### src/rtl/morse_pkg.sv
package morse_pkg;

    typedef enum logic [1:0] {
        ST_IDLE,
        ST_MARK,
        ST_SPACE,
        ST_TAIL
    } seq_state_t;

    // bits: element kinds played from bit 0 upward, 1 = dot, 0 = dash
    // last: element count minus one
    typedef struct packed {
        logic [3:0] bits;
        logic [1:0] last;
    } glyph_t;

    function automatic glyph_t glyph_of(input logic [2:0] sel);
        glyph_t g;
        unique case (sel)
            3'd0: g = '{bits: 4'b0001, last: 2'd1}; // A
            3'd1: g = '{bits: 4'b1110, last: 2'd3}; // B
            3'd2: g = '{bits: 4'b1010, last: 2'd3}; // C
            3'd3: g = '{bits: 4'b0110, last: 2'd2}; // D
            3'd4: g = '{bits: 4'b0001, last: 2'd0}; // E
            3'd5: g = '{bits: 4'b1011, last: 2'd3}; // F
            3'd6: g = '{bits: 4'b0100, last: 2'd2}; // G
            3'd7: g = '{bits: 4'b1111, last: 2'd3}; // H
            default: g = '{bits: 4'b0000, last: 2'd0};
        endcase
        return g;
    endfunction

endpackage

### src/rtl/morse_unit_timer.sv
module morse_unit_timer #(
    parameter int unsigned CYC_PER_UNIT = 25_000_000
) (
    input  logic clk,
    input  logic rst,
    input  logic hold,
    output logic tick
);
    localparam int unsigned CW = (CYC_PER_UNIT > 1) ? $clog2(CYC_PER_UNIT) : 1;
    localparam logic [CW-1:0] LAST = CW'(CYC_PER_UNIT - 1);

    logic [CW-1:0] cnt;

    always_ff @(posedge clk) begin
        if (rst || hold) begin
            cnt <= '0;
        end else if (cnt == LAST) begin
            cnt <= '0;
        end else begin
            cnt <= cnt + CW'(1);
        end
    end

    assign tick = !hold && (cnt == LAST);

endmodule

### src/rtl/morse_glyph_rom.sv
module morse_glyph_rom
    import morse_pkg::*;
(
    input  logic [2:0] sel,
    output glyph_t     glyph
);
    always_comb begin
        glyph = glyph_of(sel);
    end
endmodule

### src/rtl/morse_sequencer.sv
module morse_sequencer
    import morse_pkg::*;
#(
    parameter int unsigned DOT_UNITS  = 1,
    parameter int unsigned DASH_UNITS = 3,
    parameter int unsigned GAP_UNITS  = 1,
    parameter int unsigned TAIL_UNITS = 3
) (
    input  logic   clk,
    input  logic   rst,
    input  logic   start,
    input  glyph_t glyph_in,
    input  logic   tick,
    output logic   led,
    output logic   busy,
    output logic   timer_hold
);
    localparam int unsigned MAX_A = (DOT_UNITS > DASH_UNITS) ? DOT_UNITS : DASH_UNITS;
    localparam int unsigned MAX_B = (GAP_UNITS > TAIL_UNITS) ? GAP_UNITS : TAIL_UNITS;
    localparam int unsigned MAXU  = (MAX_A > MAX_B) ? MAX_A : MAX_B;
    localparam int unsigned UW    = (MAXU > 1) ? $clog2(MAXU) : 1;

    localparam logic [UW-1:0] DOT_END  = UW'(DOT_UNITS - 1);
    localparam logic [UW-1:0] DASH_END = UW'(DASH_UNITS - 1);
    localparam logic [UW-1:0] GAP_END  = UW'(GAP_UNITS - 1);
    localparam logic [UW-1:0] TAIL_END = UW'(TAIL_UNITS - 1);

    seq_state_t    state;
    logic [3:0]    pat;
    logic [1:0]    last;
    logic [1:0]    idx;
    logic [UW-1:0] units;
    logic [UW-1:0] mark_end;

    always_comb begin
        mark_end = pat[idx] ? DOT_END : DASH_END;
    end

    // state register and element bookkeeping
    always_ff @(posedge clk) begin
        if (rst) begin
            state <= ST_IDLE;
            pat   <= '0;
            last  <= '0;
            idx   <= '0;
            units <= '0;
        end else begin
            unique case (state)
                ST_IDLE: begin
                    if (start) begin            // accept
                        pat   <= glyph_in.bits;
                        last  <= glyph_in.last;
                        idx   <= '0;
                        units <= '0;
                        state <= ST_MARK;
                    end
                end
                ST_MARK: begin
                    if (tick) begin
                        if (units == mark_end) begin
                            units <= '0;
                            state <= (idx == last) ? ST_TAIL : ST_SPACE; // last_done / mark_done
                        end else begin
                            units <= units + UW'(1);
                        end
                    end
                end
                ST_SPACE: begin
                    if (tick) begin
                        if (units == GAP_END) begin     // space_done
                            units <= '0;
                            idx   <= idx + 2'd1;
                            state <= ST_MARK;
                        end else begin
                            units <= units + UW'(1);
                        end
                    end
                end
                ST_TAIL: begin
                    if (tick) begin
                        if (units == TAIL_END) begin    // tail_done
                            units <= '0;
                            state <= ST_IDLE;
                        end else begin
                            units <= units + UW'(1);
                        end
                    end
                end
                default: state <= ST_IDLE;
            endcase
        end
    end

    // outputs decoded from the state
    always_comb begin
        led        = (state == ST_MARK);
        busy       = (state != ST_IDLE);
        timer_hold = (state == ST_IDLE);
    end

endmodule

### src/rtl/morse_flasher.sv
module morse_flasher
    import morse_pkg::*;
#(
    parameter int unsigned CYC_PER_UNIT = 25_000_000,
    parameter int unsigned DOT_UNITS    = 1,
    parameter int unsigned DASH_UNITS   = 3,
    parameter int unsigned GAP_UNITS    = 1,
    parameter int unsigned TAIL_UNITS   = 3
) (
    input  logic       clk,
    input  logic       rst,
    input  logic [2:0] letter_sel,
    input  logic       start,
    output logic       led,
    output logic       busy
);
    glyph_t glyph;
    logic   unit_tick;
    logic   timer_hold;

    morse_glyph_rom u_rom (
        .sel   (letter_sel),
        .glyph (glyph)
    );

    morse_unit_timer #(
        .CYC_PER_UNIT (CYC_PER_UNIT)
    ) u_timer (
        .clk  (clk),
        .rst  (rst),
        .hold (timer_hold),
        .tick (unit_tick)
    );

    morse_sequencer #(
        .DOT_UNITS  (DOT_UNITS),
        .DASH_UNITS (DASH_UNITS),
        .GAP_UNITS  (GAP_UNITS),
        .TAIL_UNITS (TAIL_UNITS)
    ) u_seq (
        .clk        (clk),
        .rst        (rst),
        .start      (start),
        .glyph_in   (glyph),
        .tick       (unit_tick),
        .led        (led),
        .busy       (busy),
        .timer_hold (timer_hold)
    );

endmodule

### config.mk
export PLATFORM = sky130hd
export DESIGN_NAME = morse_flasher
export DESIGN_NICKNAME = d
export VERILOG_FILES = /design/src/rtl/morse_pkg.sv /design/src/rtl/morse_unit_timer.sv /design/src/rtl/morse_glyph_rom.sv /design/src/rtl/morse_sequencer.sv /design/src/rtl/morse_flasher.sv
export SDC_FILE = /design/constraint.sdc
export NUM_CORES = 1
export LEC_CHECK = 0
export ABC_AREA = 1
export BUFFER_PORTS_ARGS = -buffer_cell sky130_fd_sc_hd__buf_2
export CAP_MARGIN = 5
export CORE_ASPECT_RATIO = 0.7
export CORE_MARGIN = 1.5
export CORE_UTILIZATION = 39
export DETAILED_ROUTE_END_ITERATION = 16
export GPL_TIMING_DRIVEN = 0
export PLACE_DENSITY = 0.62
export SYNTH_ARGS = -nofsm -noshare
export SYNTH_HDL_FRONTEND = slang
export SYNTH_HIERARCHICAL = 1
export SYNTH_SLANG_ARGS = --single-unit
export TNS_END_PERCENT = 100
### constraint.sdc
create_clock -name clk -period 2.4 [get_ports clk]
set_clock_uncertainty 0.15 [all_clocks]
set_input_delay 0.48 -clock clk [delete_from_list [all_inputs] [get_ports clk]]
set_output_delay 0.48 -clock clk [all_outputs]
set_load 0.005 [all_outputs]
After elaboration in Yosys (flattened, before gate mapping)
Memory sizes are Yosys's and may differ from the RTL's. A register that Yosys moved wholly into a read port is not among the register bits.
Cells that the tools add are included.
W data, S select, Z words.
- add/subtract/negate cells: 3
- $lt $le $gt $ge: 1
- equality and inequality tests: 14
- multiplexer cells: 23
- reduce and logical (&&, ||, !) cells: 12
- operator list (operator ; count):
    $mux W2 ; 17
    $add A25 B1 Y25 const B ; 1
    $eq A25 B25 Y1 const B ; 1
    $pmux W2 S4 ; 2
    $ne A2 B1 Y1 const B ; 6
    $reduce_and A4 Y1 ; 2
    $reduce_and A7 Y1 ; 1
    $eq A2 B2 Y1 const B ; 3
    $add A2 B1 Y2 const B ; 2
    $eq A2 B2 Y1 ; 2
    $logic_not A2 Y1 ; 2
    $pmux W2 S2 ; 1
    $reduce_bool A2 Y1 ; 2
    $lt A2 B3 Y1 const B ; 1
    $bmux W1 S2 ; 1
    $eq A2 B1 Y1 const B ; 1
    $mux W1 ; 2
    $ne A2 B2 Y1 const B ; 1
    $reduce_and A2 Y1 ; 1
    $reduce_or A2 Y1 ; 1
    $logic_and A1 B1 Y1 ; 1
    $logic_not A1 Y1 ; 1
    $logic_or A1 B1 Y1 ; 1
- flip-flop bits (word level): 31
- bits in read-only memories: 48
- logic and storage cells: 58
- memories kept: 1
- memories (memory ; depth ; bits a word ; rd ports ; clocked after Yosys merged registers in ; wr ports ; RTL line ; RTL):
    (no name shown) ; 8 ; 6 ; 1 ; 1 ; 0 ; morse_pkg.sv:19 ; unique case (sel)

Longest topological paths before layout
Gate-level depths: netlist of run 1.
- depth in word-level cells: 7
- depth in mapped cells: 15
- depth with buffers taken out: 15

Cells and area by module
The synthesis of run 1 kept the hierarchy.
- by module, submodules not included (module ; times used ; cells an instance ; area an instance (um^2) ; sequential area each (um^2)):
    morse_unit_timer ; 1 ; 214 ; 1387.6 ; 500.5
    morse_sequencer ; 1 ; 104 ; 723.2 ; 240.2
    morse_glyph_rom ; 1 ; 15 ; 80.1 ; 0.0

Worst setup path after synthesis of run 1
OpenSTA, ideal clock, no wires.
- path kind: flip-flop to flip-flop
- from: register u_timer.cnt[0]
- to: register u_seq.idx[1]
- setup time: 0.122 ns
- data arrival time: 1.755 ns
- path slack: 0.373 ns
- cell stages (with the launch flop): 15
- clock period less this slack: 2.027 ns
- cell sequence: dfxtp_1 -> ha_1 -> nand2_2 -> nor2_4 -> nand2_1 -> nor2_1 -> nand3_1 -> nor2_1 -> inv_1 -> nor2_2 -> nor2_4 -> nor2_4 -> nand2_2 -> o21ai_2 -> o22ai_1
- cells in the longest elaborated chain, start to end: 4
- ends and longest elaborated chain (item ; RTL line ; RTL):
    from (decl) ; morse_unit_timer.sv:12 ; logic [CW-1:0] cnt;
    from (signal assigned) ; morse_unit_timer.sv:20 ; cnt <= cnt + CW'(1);
    $eq A25 B25 Y1 ; morse_unit_timer.sv:24 ; assign tick = !hold && (cnt == LAST);
    $logic_and A1 B1 Y1 ; morse_unit_timer.sv:24 ;
    net unit_tick ; morse_flasher.sv:18 ; logic unit_tick;
    $ne A2 B1 Y1 (no source line) ; n/a ;
    $reduce_and A4 Y1 (no source line) ; n/a ;
    to (signal assigned) ; morse_sequencer.sv:72 ; idx <= idx + 2'd1;
    to (decl) ; morse_sequencer.sv:31 ; logic [1:0] idx;
The timed path passes the listed nets, and every way through them passes these cells.
A chain may end at the register's enable or synchronous reset.

Worst setup path in the final report of run 1
Ends and elaborated chain as after synthesis.

==> results.yml, run 1 <==
status:
  outcome: "finished clean"
worst_setup_path:
  cp_data_arrival_time_ps: 2230
  critPathKind: "flip-flop to flip-flop"
  cp-end-kind: "flip-flop"
  r2r_slack_ps: 200
  reg2reg_from: "u_timer/cnt[0]"
  worst_setup_path_start_kind: "flip-flop"
  ff2ff_path_depth: 14
  path_max_fanout: 4
  r2r-end: "u_seq/idx[1]"
  required_ps: 2420
clocking:
  cts_tree: "built"
  cts_sinks: 37
  postCtsHoldBufs: 0
  path_clk_slew_ps: 80
  cts_buffers: 5
  clock_path_buffers: 2
  cts_root_buffer: "clkbuf_8"
  htreeDepth: 2
  clk_latency_ps: 290
placed_design:
  pre_cts_slack_ps: 57.4
  place.gp.congestion: 0.818
  dpl.hpwl_um: 3350
  numPortBuffers: 7
global_route:
  gr-total-overflow: 0
  grt_pass1_wl_um: 7710
  antenna_found_initial: 0
  grt_usage_pct: 16.0
  grt_max_degree: 13
  grt_pass1_vias: 1756
timing:
  hold_viol_final: 0
  period_needed_ps: 2200
  rsz0062_at_grt: "no"
  setup_ws_ps: 196
  setup_violations: 0
  slew_viol_final: 0
  max_freq_mhz: 454
  finalCritPeriodShare_pct: 91.8
  tightestPinTransition_ps: 292
  slew_headroom_pct: 80.5
  tns_ps: 0
run:
  cap_violations: 0
synthesis:
  synth_cell_type_count: 24
  syn_avg_cell_area_um2: 6.58
  synth-edff-count: 0
  ys_warn_count: 6
  syn_inst: 333
  seq_area_frac_synth_pct: 33.8
  netlist_area_mm2: 0.00219
  ys_ff_latch: 37
  synth_nets: 346
  ys.flop_type: "dfxtp_1"
  synthArstFlopShare_pct: 0
finish:
  nFillCells: 565
  design.final.nets: 363
  multiInputGateArea_mm2: 0.00126
  regArea_um2: 743
  antenna_cells: 0
  area_delta_synth_final_pct: 11.3
  drive_above_1_share_pct: 15.1
hold_path:
  hold-path-endpoint: "u_timer/cnt[0]"
  hold_path_class: "flip-flop to flip-flop"
  hold-path-cell-count: 1
  min_from: "u_timer/cnt[0]"
detailed_routing:
  ant_nets: 0
  first_pass_iters: 4
  via_count: 1958
  avgRoutedWirePerCell_um: 10.4
  drtIter0Drc: 151
  drc: 0
  wl_um: 4400
  vias_per_cell: 4.63
power:
  ir_drop_uv: 184
  power_mw: 1.24
  p_leak_nw: 0.905
  pwr_density_cell_mw_per_mm2: 507
floorplan:
  rows: 22
  core-area_mm2: 0.00534
  io_pins: 8
  dieArea_mm2: 0.00608
  die_h_um: 65.7
  chipWidth_um: 92.6
  start_util_pct: 41.0
flip-flops by register name, summed over array words and instances (netlist names):
name,flops
u_seq/state,2
u_seq/pat,4
u_timer/cnt,25
u_seq/units,2
u_seq/idx,2
u_seq/last,2
cell usage after synthesis (3+ instances only):
library cell	number	share of area, %
xnor2_1	4	1.6
o21ai_0	15	3.4
nand2_2	5	1.4
nor2_2	10	2.9
xor2_1	5	2.0
ha_1	7	4.0
nand3_1	24	5.5
a21oi_1	14	3.2
nand4_1	6	1.7
nor2_4	7	3.6
inv_2	3	0.51
nand2_1	87	15
dfxtp_1	37	34
inv_1	43	7.4
nor2_1	54	9.3
kinds of logic (layout without fill, tap and decap cells):
family	count (synthesis)	count (layout)	share of synthesized area, %
xor gates and xnor gates	9	9	3.60
DFF	37	37	33.8
adders and majority gates	7	7	4.00
buffers and inverters	49	67	9.19
and+or+nand+nor	197	197	41.2
AOI/OAI and AO/OA	34	34	8.17
timing repair:
action	4_1_cts	5_1_grt
buffers inserted	0	3
resized for setup	0	5
endpoints found under the setup margin	0	5
cell usage in the layout (no fill, tap or decap), drive strengths merged:
master / synthesis / layout
nand3: 24 / 24
dfxtp: 37 / 37
clkbuf: 0 / 6
nand4: 6 / 6
nor2: 72 / 72
inv: 47 / 47
ha: 7 / 7
nor3: 1 / 1
xnor2: 4 / 4
clkinvlp: 0 / 2
nand2: 93 / 93
buf: 2 / 12
o21ai: 19 / 19
o22ai: 1 / 1
a21oi: 14 / 14
xor2: 5 / 5
nor3b: 1 / 1
per-stage QoR:
step                std cells  util, %  hold WS (ps)  cell area (um2)
finish                    423     45.7           269             2440
floorplan                 333        -           267             2190
global placement          412     43.4           287             2320
CTS                       420     45.0           281             2400
detailed placement        412     43.4           293             2320
global route              423     45.7           288             2440
worst max-delay path: stages (launching register included):
cell     delay (ps)
dfxtp_2         340
ha_2            190
nand2_2          70
nor2_4          140
nand2_1         100
nor2_2          160
nand3_1         110
nor2_1          110
inv_1            80
nor2_4          150
nor2_4           70
nor2_4          130
nand2_2          90
o21ai_2         130
o22ai_1          80
area by class of cell:
type	instances	area share, %
Inverter	47	7.34
Tap cell	72	3.69
Multi-Input combinational cell	247	51.6
Clock buffer	6	2.98
Sequential cell	37	30.5
Buffer	2	0.924
Clock inverter	2	0.616
Timing Repair Buffer	10	2.36
per-layer routing:
metal	global-route usage (%)	vias up	wire length, um
met5	0	-	0
met4	4.04	0	40
met3	3.47	4	190
met2	23.0	29	1650
met1	23.9	853	2520
li1	-	1072	-
report_power, final:
part	switching, mW	total (mW)	internal [mW]	leakage (nW)
combinational	0.0990	0.153	0.0538	0.566
sequential	0.0179	0.651	0.633	0.301
clock	0.227	0.432	0.205	0.0374
total	0.344	1.24	0.891	0.905
how the worst max path moves through the flow:
stage	start	to	slack [ps]	depth (start not counted)
3_5_place_dp	u_timer/cnt[0]	u_seq/idx[1]	60	14
5_1_grt	u_timer/cnt[0]	u_seq/idx[1]	0.9	14
2_1_floorplan	u_timer/cnt[0]	u_seq/idx[1]	370	14
3_3_place_gp	u_timer/cnt[0]	u_seq/idx[1]	60	14
6_report	u_timer/cnt[0]	u_seq/idx[1]	200	14
4_1_cts	u_timer/cnt[0]	u_seq/idx[1]	40	14
(Power assumes the default switching activity.)
==> inputs of run 2 (changes only) <==
--- a/config.mk
+++ b/config.mk
@@ -13,7 +13,6 @@
 export CORE_UTILIZATION = 39
 export DETAILED_ROUTE_END_ITERATION = 16
 export GPL_TIMING_DRIVEN = 0
-export PLACE_DENSITY = 0.62
 export SYNTH_ARGS = -nofsm -noshare
 export SYNTH_HDL_FRONTEND = slang
 export SYNTH_HIERARCHICAL = 1
==> run 2 against run 1 <==
Effect of this change: cell area up 0.15%; critical endpoint unchanged; sequential share of layout area down 0.15 points; hold slack better by 13 ps; largest cell class unchanged.
==> results.yml, run 2 (synthesized netlist as in run 1, its figures left out) <==
status:
  outcome: "finished clean"
placed_design:
  dp_cells: 412
  dpl.hpwl_um: 3400
  numPortBuffers: 7
  place_area_mm2: 0.00232
  place.gp.congestion: 0.799
  pre_cts_slack_ps: 47.3
worst_setup_path:
  required_ps: 2420
  endpoint: "u_seq/idx[1]"
  cp_data_arrival_time_ps: 2230
  worst_setup_path_start_kind: "flip-flop"
  critPathMaxStageDelay_ps: 350
  crit_buf_inv: 1
  cp-end-kind: "flip-flop"
  r2r-end: "u_seq/idx[1]"
  critPathKind: "flip-flop to flip-flop"
  r2r_slack_ps: 190
  ff2ff_path_depth: 14
  path_max_fanout: 4
  slowest_stage: "dfxtp_1"
  cp.depth: 14
  critPathTopFamily: "simple AND/OR/NAND/NOR gates"
  crit_top_cell: "nor2_4"
  startpoint: "u_timer/cnt[0]"
  reg2reg_from: "u_timer/cnt[0]"
  worstPathCellList: "ha_2 > nand2_2 > nor2_4 > nand2_1 > nor2_2 > nand3_1 > nor2_1 > inv_1 > nor2_4 > nor2_4 > nor2_4 > nand2_2 > o21ai_2 > o22ai_1"
finish:
  nFillCells: 597
  largest_reg_flops: 25
  largest_register: "u_timer/cnt"
  instances_no_fill: 422
  final_area_mm2: 0.00244
  area_delta_synth_final_pct: 11.5
  multiInputGateArea_mm2: 0.00126
  design.final.nets: 362
  regArea_um2: 741
  drive_above_1_share_pct: 14.6
  largestRegisters: "u_timer/cnt (25), u_seq/pat (4)"
  antenna_cells: 0
  layout_commonest_cell: "nand2_1"
  most-common-layout-cells: "nand2_1, nor2_1, inv_1"
global_route:
  grt_pass1_wl_um: 7620
  antenna_found_initial: 0
  grt_max_degree: 12
  gr-total-overflow: 0
  grt_usage_pct: 16.0
  grt_pass1_vias: 1642
clocking:
  path_clk_slew_ps: 80
  htreeDepth: 2
  clk_latency_ps: 290
  cts_root_buffer: "clkbuf_8"
  postCtsHoldBufs: 0
  cts_tree: "built"
  clock_path_buffers: 2
  cts_sinks: 37
  cts_buffers: 5
detailed_routing:
  avgRoutedWirePerCell_um: 10.7
  drc: 0
  first_pass_iters: 4
  ant_nets: 0
  via_count: 1931
  wl_um: 4520
  vias_per_cell: 4.58
  drtIter0Drc: 92
floorplan:
  die_h_um: 65.7
  chipWidth_um: 92.6
  rows: 22
  io_pins: 8
  start_util_pct: 41.0
  core-area_mm2: 0.00534
  dieArea_mm2: 0.00608
power:
  ir_drop_uv: 221
  pwr_density_cell_mw_per_mm2: 527
  p_leak_nw: 0.917
timing:
  slew_headroom_pct: 78.9
  setup_ws_ps: 190
  period_needed_ps: 2210
  hold_viol_final: 0
  fin_hold_ws_ps: 281
  max_freq_mhz: 452
  tightestPinTransition_ps: 316
  slew_viol_final: 0
  tns_ps: 0
  finalCritPeriodShare_pct: 92.1
  setup_violations: 0
hold_path:
  hold_path_class: "input pin to flip-flop"
run:
  cap_violations: 0
[run 2: cell types whose count changed in the layout (fill, tap and decap cells not counted), sizes merged]
| cell | before | now |
|---|---|---|
| clkinv | 0 | 1 |
| buf | 12 | 11 |
| clkinvlp | 2 | 0 |
| clkbuf | 6 | 7 |
[run 2: layer usage]
metal	track usage (%)	routed length (um)	vias up
met3	3.82	144	4
met1	25.0	2630	844
met2	21.0	1720	20
met5	0	0	-
met4	4.81	31	0
li1	-	-	1063
[run 2: area by class of cell]
| type | instances | area share (%) |
|---|---|---|
| multi-input combinational | 247 | 51.5 |
| sequential | 37 | 30.3 |
| inverter | 47 | 7.33 |
| clock buffer | 7 | 3.94 |
| tap | 72 | 3.69 |
| timing repair buffer | 9 | 2.05 |
| buffer | 2 | 0.922 |
| clock inverter | 1 | 0.205 |
[run 2: repair_timing]
| item | in CTS | in global routing |
|---|---|---|
| gates resized for setup | 0 | 3 |
| setup endpoints to repair | 0 | 4 |
| buffers inserted | 0 | 2 |
| hold endpoints to repair | 0 | 0 |
[run 2: worst min path at each step]
stage / from / cells past startpoint / endpoint
final: rst / 2 / u_seq/units[0]
after global routing: rst / 2 / u_seq/units[0]
after CTS: rst / 2 / u_seq/units[0]
after detailed placement: u_timer/cnt[0] / 1 / u_timer/cnt[0]
after global placement: u_timer/cnt[0] / 1 / u_timer/cnt[0]
after floorplan: u_timer/cnt[0] / 1 / u_timer/cnt[0]
[run 2: stage by stage]
step           utilization (%)  total power [mW]
2_1_floorplan                -             0.776
3_3_place_gp              43.4             0.817
3_5_place_dp              43.4             0.818
4_1_cts                   45.3              1.30
5_1_grt                   45.7              1.36
6_report                  45.7              1.29
[run 2: power by group]
| group | internal, mW | switching (mW) |
|---|---|---|
| Combinational | 0.0538 | 0.0997 |
| Clock | 0.260 | 0.222 |
| Sequential | 0.633 | 0.0188 |
==> inputs of run 3 (changes only) <==
--- a/config.mk
+++ b/config.mk
@@ -8,11 +8,11 @@
 export ABC_AREA = 1
 export BUFFER_PORTS_ARGS = -buffer_cell sky130_fd_sc_hd__buf_2
 export CAP_MARGIN = 5
-export CORE_ASPECT_RATIO = 0.7
 export CORE_MARGIN = 1.5
-export CORE_UTILIZATION = 39
+export CORE_UTILIZATION = 61
 export DETAILED_ROUTE_END_ITERATION = 16
 export GPL_TIMING_DRIVEN = 0
+export PLACE_DENSITY = 0.79
 export SYNTH_ARGS = -nofsm -noshare
 export SYNTH_HDL_FRONTEND = slang
 export SYNTH_HIERARCHICAL = 1
==> run 3 against run 2 <==
Effect of this change: hold slack got worse by 64 ps; critical path depth did not move; register-to-register slack got worse by 70 ps; power rose by 4.2%; cell count fell by 5.9%; routed wire length rose by 0.97%; cell area fell by 0.92%; first-iteration DRC count rose by 45%; die area fell by 35%; utilization rose by 26 points; sequential cell count did not move; sequential power barely moved; critical path type unchanged; highest routed layer unchanged.
==> results.yml, run 3 (synthesized netlist as in run 1, its figures left out) <==
floorplan:
  start_util_pct: 64.6
  dieArea_mm2: 0.00396
  rows: 21
  die_h_um: 62.9
  io_pins: 8
  core-area_mm2: 0.00339
  chipWidth_um: 62.9
finish:
  drive_above_1_share_pct: 15.1
  largest_reg_flops: 25
  largestRegisters: "u_timer/cnt (25), u_seq/pat (4)"
  antenna_cells: 0
  finish.utilization_pct: 71.4
  design.final.nets: 363
  most-common-layout-cells: "nand2_1, nor2_1, inv_1"
  layout_commonest_cell: "nand2_1"
  largest_register: "u_timer/cnt"
  area_delta_synth_final_pct: 10.5
worst_setup_path:
  critPathTopFamily: "simple AND/OR/NAND/NOR gates"
  slowest_stage: "dfxtp_2"
  reg2reg_from: "u_timer/cnt[0]"
  endpoint: "u_seq/idx[1]"
  worst_setup_path_start_kind: "flip-flop"
  cp-end-kind: "flip-flop"
  cp_data_arrival_time_ps: 2370
  worstPathCellList: "ha_2 > nand2_2 > nor2_4 > nand2_1 > nor2_2 > nand3_1 > nor2_1 > inv_1 > nor2_4 > nor2_4 > nor2_4 > nand2_2 > o21ai_2 > o22ai_1"
  crit_top_cell: "nor2_4"
  startpoint: "u_timer/cnt[0]"
  r2r_slack_ps: 120
  critPathKind: "flip-flop to flip-flop"
  ff2ff_path_depth: 14
  r2r-end: "u_seq/idx[1]"
  required_ps: 2490
  crit_buf_inv: 1
  critPathMaxStageDelay_ps: 360
  path_max_fanout: 5
  cp.depth: 14
timing:
  finalCritPeriodShare_pct: 95.0
  setup_violations: 0
  tns_ps: 0
  period_needed_ps: 2280
  slew_viol_final: 0
  fin_hold_ws_ps: 217
  slew_headroom_pct: 80.3
  hold_viol_final: 0
  tightestPinTransition_ps: 295
  max_freq_mhz: 439
power:
  ir_drop_uv: 395
  clockPowerShare_pct: 40.0
  p_seq_share_pct: 48.7
  p_int_mw: 1.01
  pwr_density_cell_mw_per_mm2: 554
  combPwrFrac_pct: 11.4
  p_switching_mw: 0.332
  p_leak_nw: 0.923
  power_mw: 1.34
  swShare_pct: 24.7
status:
  outcome: "finished clean"
placed_design:
  place.gp.congestion: 0.828
  dpl.hpwl_um: 3380
  numPortBuffers: 7
detailed_routing:
  wl_um: 4570
  avgRoutedWirePerCell_um: 11.5
  vias_per_cell: 5.12
  ant_nets: 0
  via_count: 2034
  first_pass_iters: 4
  drc: 0
  drtIter0Drc: 133
global_route:
  grt_pass1_wl_um: 7850
  gr-total-overflow: 0
  grt_max_degree: 13
  grt_pass1_vias: 1951
  grt_usage_pct: 24.8
  antenna_found_initial: 0
clocking:
  postCtsHoldBufs: 0
  cts_buffers: 5
  clock_path_buffers: 2
  clk_latency_ps: 350
  cts_root_buffer: "clkbuf_4"
  path_clk_slew_ps: 110
  cts_tree: "built"
  htreeDepth: 2
  cts_sinks: 37
hold_path:
  hold_path_class: "input pin to flip-flop"
run:
  cap_violations: 0
-- run 3: cell count changes in the layout (fill, tap and decap cells not counted) --
cell and delta:
clkbuf_8 -7, clkbuf_4 +5, bufinv_16 +2, buf_4 +1, dfxtp_1 -1, dfxtp_2 +1
-- run 3: through the flow --
step | instances | setup slack [ps] | area (um2)
floorplan | 333 | 373 | 2190
global placement | 386 | 99.9 | 2280
detailed placement | 386 | 45.3 | 2280
CTS | 394 | 0.230 | 2390
global route | 397 | -16.2 | 2420
finish | 397 | 121 | 2420
-- run 3: metal layers --
metal / global-route usage [%] / wire, um
met5: 0 / 0
met4: 13.1 / 58
met3: 4.32 / 153
met2: 44.8 / 2300
met1: 27.5 / 2050
-- run 3: worst reg2reg max path, stage by stage (launching register included) --
cell,delay (ps)
dfxtp_2,360
ha_2,200
nand2_2,70
nor2_4,160
nand2_1,140
nor2_2,160
nand3_1,130
nor2_1,110
inv_1,70
nor2_4,150
nor2_4,70
nor2_4,110
nand2_2,80
o21ai_2,130
o22ai_1,80
-- run 3: power by group through the flow --
stage	Combinational, mW	Clock [mW]	Sequential (mW)
2_1_floorplan	0.115	0	0.661
5_1_grt	0.172	0.571	0.656
4_1_cts	0.152	0.545	0.652
3_5_place_dp	0.151	0	0.666
6_report	0.153	0.536	0.653
3_3_place_gp	0.147	0	0.665
-- run 3: worst min path at each step --
stage / cells after the start / slack, ps / end / start
2_1_floorplan: 1 / 270 / u_timer/cnt[0] / u_timer/cnt[0]
3_3_place_gp: 1 / 290 / u_timer/cnt[0] / u_timer/cnt[0]
3_5_place_dp: 1 / 290 / u_timer/cnt[0] / u_timer/cnt[0]
4_1_cts: 2 / 210 / u_seq/units[1] / rst
5_1_grt: 2 / 220 / u_seq/units[1] / rst
6_report: 2 / 220 / u_seq/units[1] / rst
-- run 3: repair_timing --
action | in CTS | in global routing
gates resized for setup | 0 | 4
setup endpoints to repair | 0 | 5
buffers inserted | 0 | 3
-- run 3: cell type report --
| class | instances | area [um2] |
|---|---|---|
| multi-input combinational | 247 | 1260 |
| timing repair buffer | 10 | 57.6 |
| sequential | 37 | 742 |
| buffer | 2 | 22.5 |
| clock inverter | 3 | 65.1 |
| clock buffer | 5 | 37.5 |
| inverter | 47 | 179 |
| fill | 294 | 970 |
| tap | 46 | 57.6 |
